File: src/rtl/irq_pkg.sv
package irq_pkg;
  localparam int NSRC = 16;
  localparam int EOI_BASE = 16;

  localparam int B_FASTPIN = 0;
  localparam int B_BATLOW  = 1;
  localparam int B_WDOG    = 2;
  localparam int B_MEDIA   = 3;
  localparam int B_CODEC   = 4;
  localparam int B_EXT1    = 5;
  localparam int B_EXT2    = 6;
  localparam int B_EXT3    = 7;
  localparam int B_TMR1    = 8;
  localparam int B_TICK    = 11;

  // 1 = latched until end-of-interrupt write, 0 = follows its source level
  localparam logic [NSRC-1:0] LATCH_MASK = 16'hFF1E;
endpackage

File: src/rtl/irq_slow_en.sv
module irq_slow_en #(
  parameter int DIV = 6250
) (
  input  logic clk_i,
  input  logic rst_ni,
  output logic en_o
);
  localparam int CW = (DIV > 1) ? $clog2(DIV) : 1;
  localparam logic [CW-1:0] LAST = CW'(DIV - 1);

  logic [CW-1:0] cnt_q;

  always_ff @(posedge clk_i or negedge rst_ni) begin
    if (!rst_ni)           cnt_q <= '0;
    else if (cnt_q == LAST) cnt_q <= '0;
    else                   cnt_q <= cnt_q + 1'b1;
  end

  assign en_o = (cnt_q == LAST);
endmodule

File: src/rtl/irq_deglitch.sv
module irq_deglitch #(
  parameter logic RST_VAL = 1'b0
) (
  input  logic clk_i,
  input  logic rst_ni,
  input  logic en_i,
  input  logic d_i,
  output logic q_o
);
  logic smp_q, q_q;

  always_ff @(posedge clk_i or negedge rst_ni) begin
    if (!rst_ni) begin
      smp_q <= RST_VAL;
      q_q   <= RST_VAL;
    end else if (en_i) begin
      smp_q <= d_i;
      if (d_i == smp_q) q_q <= d_i;
    end
  end

  assign q_o = q_q;

  // output moves only on a slow sample that agrees with the previous one
  a_r5_hold_between_samples: assert property (@(posedge clk_i) disable iff (!rst_ni)
    !en_i |=> $stable(q_q));
  a_r5_needs_agreement: assert property (@(posedge clk_i) disable iff (!rst_ni)
    (en_i && (d_i != smp_q)) |=> $stable(q_q));
endmodule

File: src/rtl/irq_evt_latch.sv
module irq_evt_latch #(
  parameter int               W    = 16,
  parameter logic [W-1:0]     MASK = '1
) (
  input  logic         clk_i,
  input  logic         rst_ni,
  input  logic [W-1:0] set_i,
  input  logic [W-1:0] clr_i,
  output logic [W-1:0] q_o
);
  for (genvar g = 0; g < W; g++) begin : g_bit
    if (MASK[g]) begin : g_latch
      logic q_q;
      always_ff @(posedge clk_i or negedge rst_ni) begin
        if (!rst_ni)       q_q <= 1'b0;
        else if (set_i[g]) q_q <= 1'b1;  // set beats clear
        else if (clr_i[g]) q_q <= 1'b0;
      end
      assign q_o[g] = q_q;

      a_r9_hold_until_clear: assert property (@(posedge clk_i) disable iff (!rst_ni)
        (q_q && !clr_i[g]) |=> q_q);
      a_r12_set_wins: assert property (@(posedge clk_i) disable iff (!rst_ni)
        set_i[g] |=> q_q);
      a_r9_clear_takes: assert property (@(posedge clk_i) disable iff (!rst_ni)
        (clr_i[g] && !set_i[g]) |=> !q_q);
    end else begin : g_level
      assign q_o[g] = set_i[g];
    end
  end
endmodule

File: src/rtl/irq_stat_ctrl.sv
module irq_stat_ctrl
  import irq_pkg::*;
#(
  parameter int DIV    = 6250,
  parameter int ADDR_W = 5,
  parameter int DW     = 32
) (
  input  logic              clk_i,
  input  logic              rst_ni,
  input  logic              fast_pin_ni,
  input  logic              ext_pwr_ni,
  input  logic              batt_ok_i,
  input  logic              media_pin_i,
  input  logic              ext1_ni,
  input  logic              ext2_ni,
  input  logic              ext3_i,
  input  logic              low_power_i,
  input  logic              codec_thr_i,
  input  logic              tmr1_uf_i,
  input  logic              tmr1_clk_i,
  input  logic [15:9]       evt_upper_i,
  input  logic              bus_sel_i,
  input  logic              bus_we_i,
  input  logic [ADDR_W-1:0] bus_addr_i,
  output logic [DW-1:0]     bus_rdata_o,
  output logic              fiq_o,
  output logic              irq_o
);
  logic            slow_en;
  logic            bat_flt, media_flt, media_flt_q;
  logic            tclk_q, tmr_pend_q, tmr_fall;
  logic [NSRC-1:0] stat, set_v, clr_v, eoi;
  logic            wr_hit, rd_hit;

  irq_slow_en #(.DIV(DIV)) u_slow (
    .clk_i(clk_i), .rst_ni(rst_ni), .en_o(slow_en)
  );

  irq_deglitch #(.RST_VAL(1'b0)) u_flt_bat (
    .clk_i(clk_i), .rst_ni(rst_ni), .en_i(slow_en),
    .d_i(ext_pwr_ni & ~batt_ok_i), .q_o(bat_flt)
  );

  irq_deglitch #(.RST_VAL(1'b0)) u_flt_media (
    .clk_i(clk_i), .rst_ni(rst_ni), .en_i(slow_en),
    .d_i(media_pin_i), .q_o(media_flt)
  );

  always_ff @(posedge clk_i or negedge rst_ni) begin
    if (!rst_ni) begin
      media_flt_q <= 1'b0;
      tclk_q      <= 1'b0;
      tmr_pend_q  <= 1'b0;
    end else begin
      media_flt_q <= media_flt;
      tclk_q      <= tmr1_clk_i;
      tmr_pend_q  <= tmr1_uf_i | (tmr_pend_q & ~tmr_fall);
    end
  end

  assign tmr_fall = tclk_q & ~tmr1_clk_i;

  assign wr_hit = bus_sel_i & bus_we_i;
  assign rd_hit = bus_sel_i & ~bus_we_i;

  for (genvar b = 0; b < NSRC; b++) begin : g_eoi
    assign eoi[b] = wr_hit && (bus_addr_i == ADDR_W'(EOI_BASE + b));
  end

  always_comb begin
    set_v              = '0;
    set_v[B_FASTPIN]   = ~fast_pin_ni;
    set_v[B_BATLOW]    = bat_flt & ~low_power_i;
    set_v[B_WDOG]      = evt_upper_i[B_TICK] & stat[B_TICK] & ~low_power_i;
    set_v[B_MEDIA]     = media_flt & ~media_flt_q;
    set_v[B_CODEC]     = codec_thr_i;
    set_v[B_EXT1]      = ~ext1_ni;
    set_v[B_EXT2]      = ~ext2_ni;
    set_v[B_EXT3]      = ext3_i;
    set_v[15:9]        = evt_upper_i;
    set_v[B_TMR1]      = tmr_pend_q & tmr_fall;

    clr_v              = eoi;
    clr_v[B_BATLOW]    = eoi[B_BATLOW] | low_power_i;
    clr_v[B_WDOG]      = eoi[B_WDOG] | eoi[B_TICK] | low_power_i;
  end

  irq_evt_latch #(.W(NSRC), .MASK(LATCH_MASK)) u_lat (
    .clk_i(clk_i), .rst_ni(rst_ni), .set_i(set_v), .clr_i(clr_v), .q_o(stat)
  );

  assign bus_rdata_o = (rd_hit && bus_addr_i == '0) ? DW'(stat) : '0;
  assign fiq_o       = |stat[3:0];
  assign irq_o       = |stat[NSRC-1:4];

  a_r2_pin_to_fiq: assert property (@(posedge clk_i) disable iff (!rst_ni)
    !fast_pin_ni |-> fiq_o);
  a_r10_lowpower_blank: assert property (@(posedge clk_i) disable iff (!rst_ni)
    low_power_i |=> (!stat[B_BATLOW] && !stat[B_WDOG]));
  a_r7_wdog_needs_tick: assert property (@(posedge clk_i) disable iff (!rst_ni)
    (!stat[B_WDOG] && !evt_upper_i[B_TICK]) |=> !stat[B_WDOG]);
  a_r8_tmr_on_fall: assert property (@(posedge clk_i) disable iff (!rst_ni)
    (!stat[B_TMR1] && !(tclk_q && !tmr1_clk_i)) |=> !stat[B_TMR1]);
endmodule

File: config.mk
export PLATFORM = sky130hd
export DESIGN_NAME = irq_stat_ctrl
export DESIGN_NICKNAME = d
export VERILOG_FILES = /design/src/rtl/irq_pkg.sv /design/src/rtl/irq_slow_en.sv /design/src/rtl/irq_deglitch.sv /design/src/rtl/irq_evt_latch.sv /design/src/rtl/irq_stat_ctrl.sv
export SDC_FILE = /design/constraint.sdc
export NUM_CORES = 1
export LEC_CHECK = 0
export BUFFER_PORTS_ARGS = -buffer_cell sky130_fd_sc_hd__buf_2
export CAP_MARGIN = 10
export CELL_PAD_IN_SITES_DETAIL_PLACEMENT = 0
export CELL_PAD_IN_SITES_GLOBAL_PLACEMENT = 2
export CORE_MARGIN = 5
export CORE_UTILIZATION = 25
export CTS_BUF_LIST = sky130_fd_sc_hd__clkbuf_8
export CTS_CLUSTER_SIZE = 25
export DETAILED_ROUTE_END_ITERATION = 16
export PLACE_DENSITY = 0.77
export SETUP_SLACK_MARGIN = 0.5
export SYNTH_ARGS = -nofsm -noshare
export SYNTH_HDL_FRONTEND = slang
export SYNTH_SLANG_ARGS = --single-unit
export TNS_END_PERCENT = 100
File: constraint.sdc
create_clock -name clk_i -period 2.6 [get_ports clk_i]
set_input_delay 0.52 -clock clk_i [delete_from_list [all_inputs] [get_ports clk_i]]
set_output_delay 0.52 -clock clk_i [all_outputs]
set_load 0.01 [all_outputs]
==> impl_metrics.tcl <==
set metrics [dict create \
    power_per_cell_area_mw_per_mm2 430 \
    p_leak_nw 0.984 \
    r2r_start "u_slow.cnt_q[8]" \
    end_kind "primary output" \
    synth-async-reset-ratio_pct 100 \
    ys_warn_count 0 \
    vdd_drop_max_mv 0.147 \
    p_total_mw 1.01 \
    final_net_count 257 \
    maxSlewHeadroom_pct 51.1 \
    fin_cells 327 \
    routabilityCongestion 0.744 \
    wl_per_cell_um 13.4 \
    r2r_slack_ns 0.68 \
    path_class "primary input to primary output" \
    cts_root_buf "clkbuf_8" \
    synth_seq_area_share_pct 44.4 \
    die_h_um 95.0 \
    ys_seq_elements 32 \
    crit_required_ns 2.08 \
    crit_start "bus_addr_i[0]" \
    vias_per_cell 4.49 \
    outcome "finished clean" \
    fin_crit_sh_pct 83.5 \
    num_io_pins 61 \
    setup.worst_path.start_class "primary input" \
    placementRows 31 \
    ant_nets 0 \
    ys_types 42 \
    layout_commonest_cell "dfrtp_1" \
    synth.avg_cell_area_sq_um 10.0 \
    placed_area_sq_mm 0.00211 \
    fmax_ghz 0.461 \
    worst_ep_arrival_time_ns 1.65 \
    drtPass1Iterations 5 \
    drv_cap 0 \
    final_cell_mix "dfrtp_1 (32), buf_2 (27), conb_1 (16), buf_6 (16), and2_4 (11)" \
    finish.instance_area_sq_mm 0.00236 \
    hold_path.class "primary input to async pin" \
    r2r-end "u_flt_media.smp_q" \
    clock_latency_ns 0.28 \
    path_max_fanout 8 \
    design.core.area_sq_mm 0.00714 \
    antenna_found_initial 0 \
    routed_wl_mm 4.38 \
    grt_pass1_wl_mm 7.33 \
    rsz0062_at_grt "true" \
    cts_sinks 32 \
    period_minus_slack_ns 2.17 \
    detailedRoute.firstIterationViolations 49 \
    synth_flop_cell "dfrtp_1" \
    finalClockSkew_ns 0.00458 \
    grt_overflow 0 \
    dieArea_sq_mm 0.00902 \
    area_growth_pct 30.7 \
    antennaDiodeCount 0 \
    clock_tree.buffer_depth 2 \
    dp_cells 318 \
    fin_tns_setup_ns 0 \
    vias 1467 \
    ff2ff_path_depth 3 \
    synth_edf_count 0 \
    tightest_slew_ns 0.733 \
    syn_area_sq_mm 0.00180 \
    start_util_pct 25.3 \
    clk_pin_slew_ns 0.07 \
    grt_pass1_vias 1445 \
    setup_violations 0 \
    cts_hold_buf 0 \
    synth_cells 180 \
    cts_tree "yes" \
    h-tree-depth 2 \
    port_buffers 44 \
    cts_buffers 5 \
    drive_above_1_share_pct 32.9 \
    grt_max_degree 33 \
    drc 0 \
    hold_viol_final 0 \
    fp.dieW_um 95.0 \
    track_usage_pct 10.3 \
    hpwlAfterDp_mm 3.28 \
    final_max_slew_viol_count 0 \
]
-- worst max-delay path: stages --
cell	delay, ns
buf_12	0.10
or3_4	0.39
nor4_4	0.20
buf_4	0.21
and2_1	0.12
buf_2	0.12
-- stage by stage --
stage	util (%)	hold slack [ns]	worst slack [ns]
finish	33.0	0.303	0.429
floorplan	-	0.224	0.340
CTS	32.7	0.332	0.423
global route	33.0	0.344	0.325
detailed placement	29.6	0.413	0.245
global placement	29.6	0.405	0.266
-- logic make-up after synthesis --
family | Yosys count | share of synthesized area, %
muxes | 2 | 1.39
xor gates and xnor gates | 8 | 3.88
and+or+nand+nor | 77 | 27.9
adders and majority gates | 2 | 1.39
buffers and inverters | 32 | 10.1
other | 1 | 0.208
AOI/OAI and AO/OA | 26 | 10.7
DFF | 32 | 44.4
-- Yosys cell counts (all sizes together) (3+ instances only) --
library cell / count / share of area (%)
nand2: 7 / 1.5
nand2b: 4 / 1.4
nand3: 8 / 2.2
nand4: 6 / 2.1
a21o: 8 / 3.3
xnor2: 4 / 1.9
a21oi: 4 / 1.1
and2: 13 / 4.5
dfrtp: 32 / 44
nor2: 8 / 1.7
nand4b: 4 / 1.9
xor2: 4 / 1.9
inv: 10 / 2.1
nor3: 6 / 2.3
nor2b: 3 / 1.0
buf: 16 / 6.7
nor4: 5 / 2.6
clkbuf: 6 / 1.3
-- per-layer routing --
| metal | part of all wire (%) | vias to the layer above | track usage, % | wire length, um |
|---|---|---|---|---|
| met2 | 43 | 66 | 16.4 | 1900 |
| met5 | 0 | - | 0 | 0 |
| met1 | 47 | 690 | 13.8 | 2070 |
| met4 | 0.73 | 0 | 1.80 | 32 |
| li1 | - | 706 | - | - |
| met3 | 8.7 | 5 | 3.43 | 382 |
-- where the power goes --
| part | internal (mW) | switching, mW |
|---|---|---|
| clock network | 0.236 | 0.180 |
| registers | 0.506 | 0.00630 |
| logic | 0.0352 | 0.0504 |
-- worst max-delay path by stage --
stage / endpoint
6_report: bus_rdata_o[15]
5_1_grt: bus_rdata_o[15]
4_1_cts: bus_rdata_o[1]
3_5_place_dp: bus_rdata_o[0]
3_3_place_gp: bus_rdata_o[6]
2_1_floorplan: bus_rdata_o[10]
-- state kept, by name, indices dropped and copies added, names as in the netlist --
signal	flops
u_flt_media.smp_q	1
u_lat.g_bit.g_latch.q_q	12
u_slow.cnt_q	13
tmr_pend_q	1
u_flt_bat.smp_q	1
tclk_q	1
u_flt_bat.q_o	1
u_flt_media.q_o	1
media_flt_q	1
-- layout make-up --
type	instances	area, sq um
fillers	753	4780
inverters	10	37.5
well taps	99	124
multi-input cells	131	933
flip-flops and latches	32	801
repair buffers	48	365
clock buffers	7	96.3
-- what timing repair did --
item	4_1_cts	5_1_grt
endpoints found under the setup margin	16	16
setup buffers	1	0
gates cloned	1	0
resized for setup	21	5
hold endpoints to repair	0	0
pin swaps	3	1
Note: power is estimated with default switching activity, not from simulation.
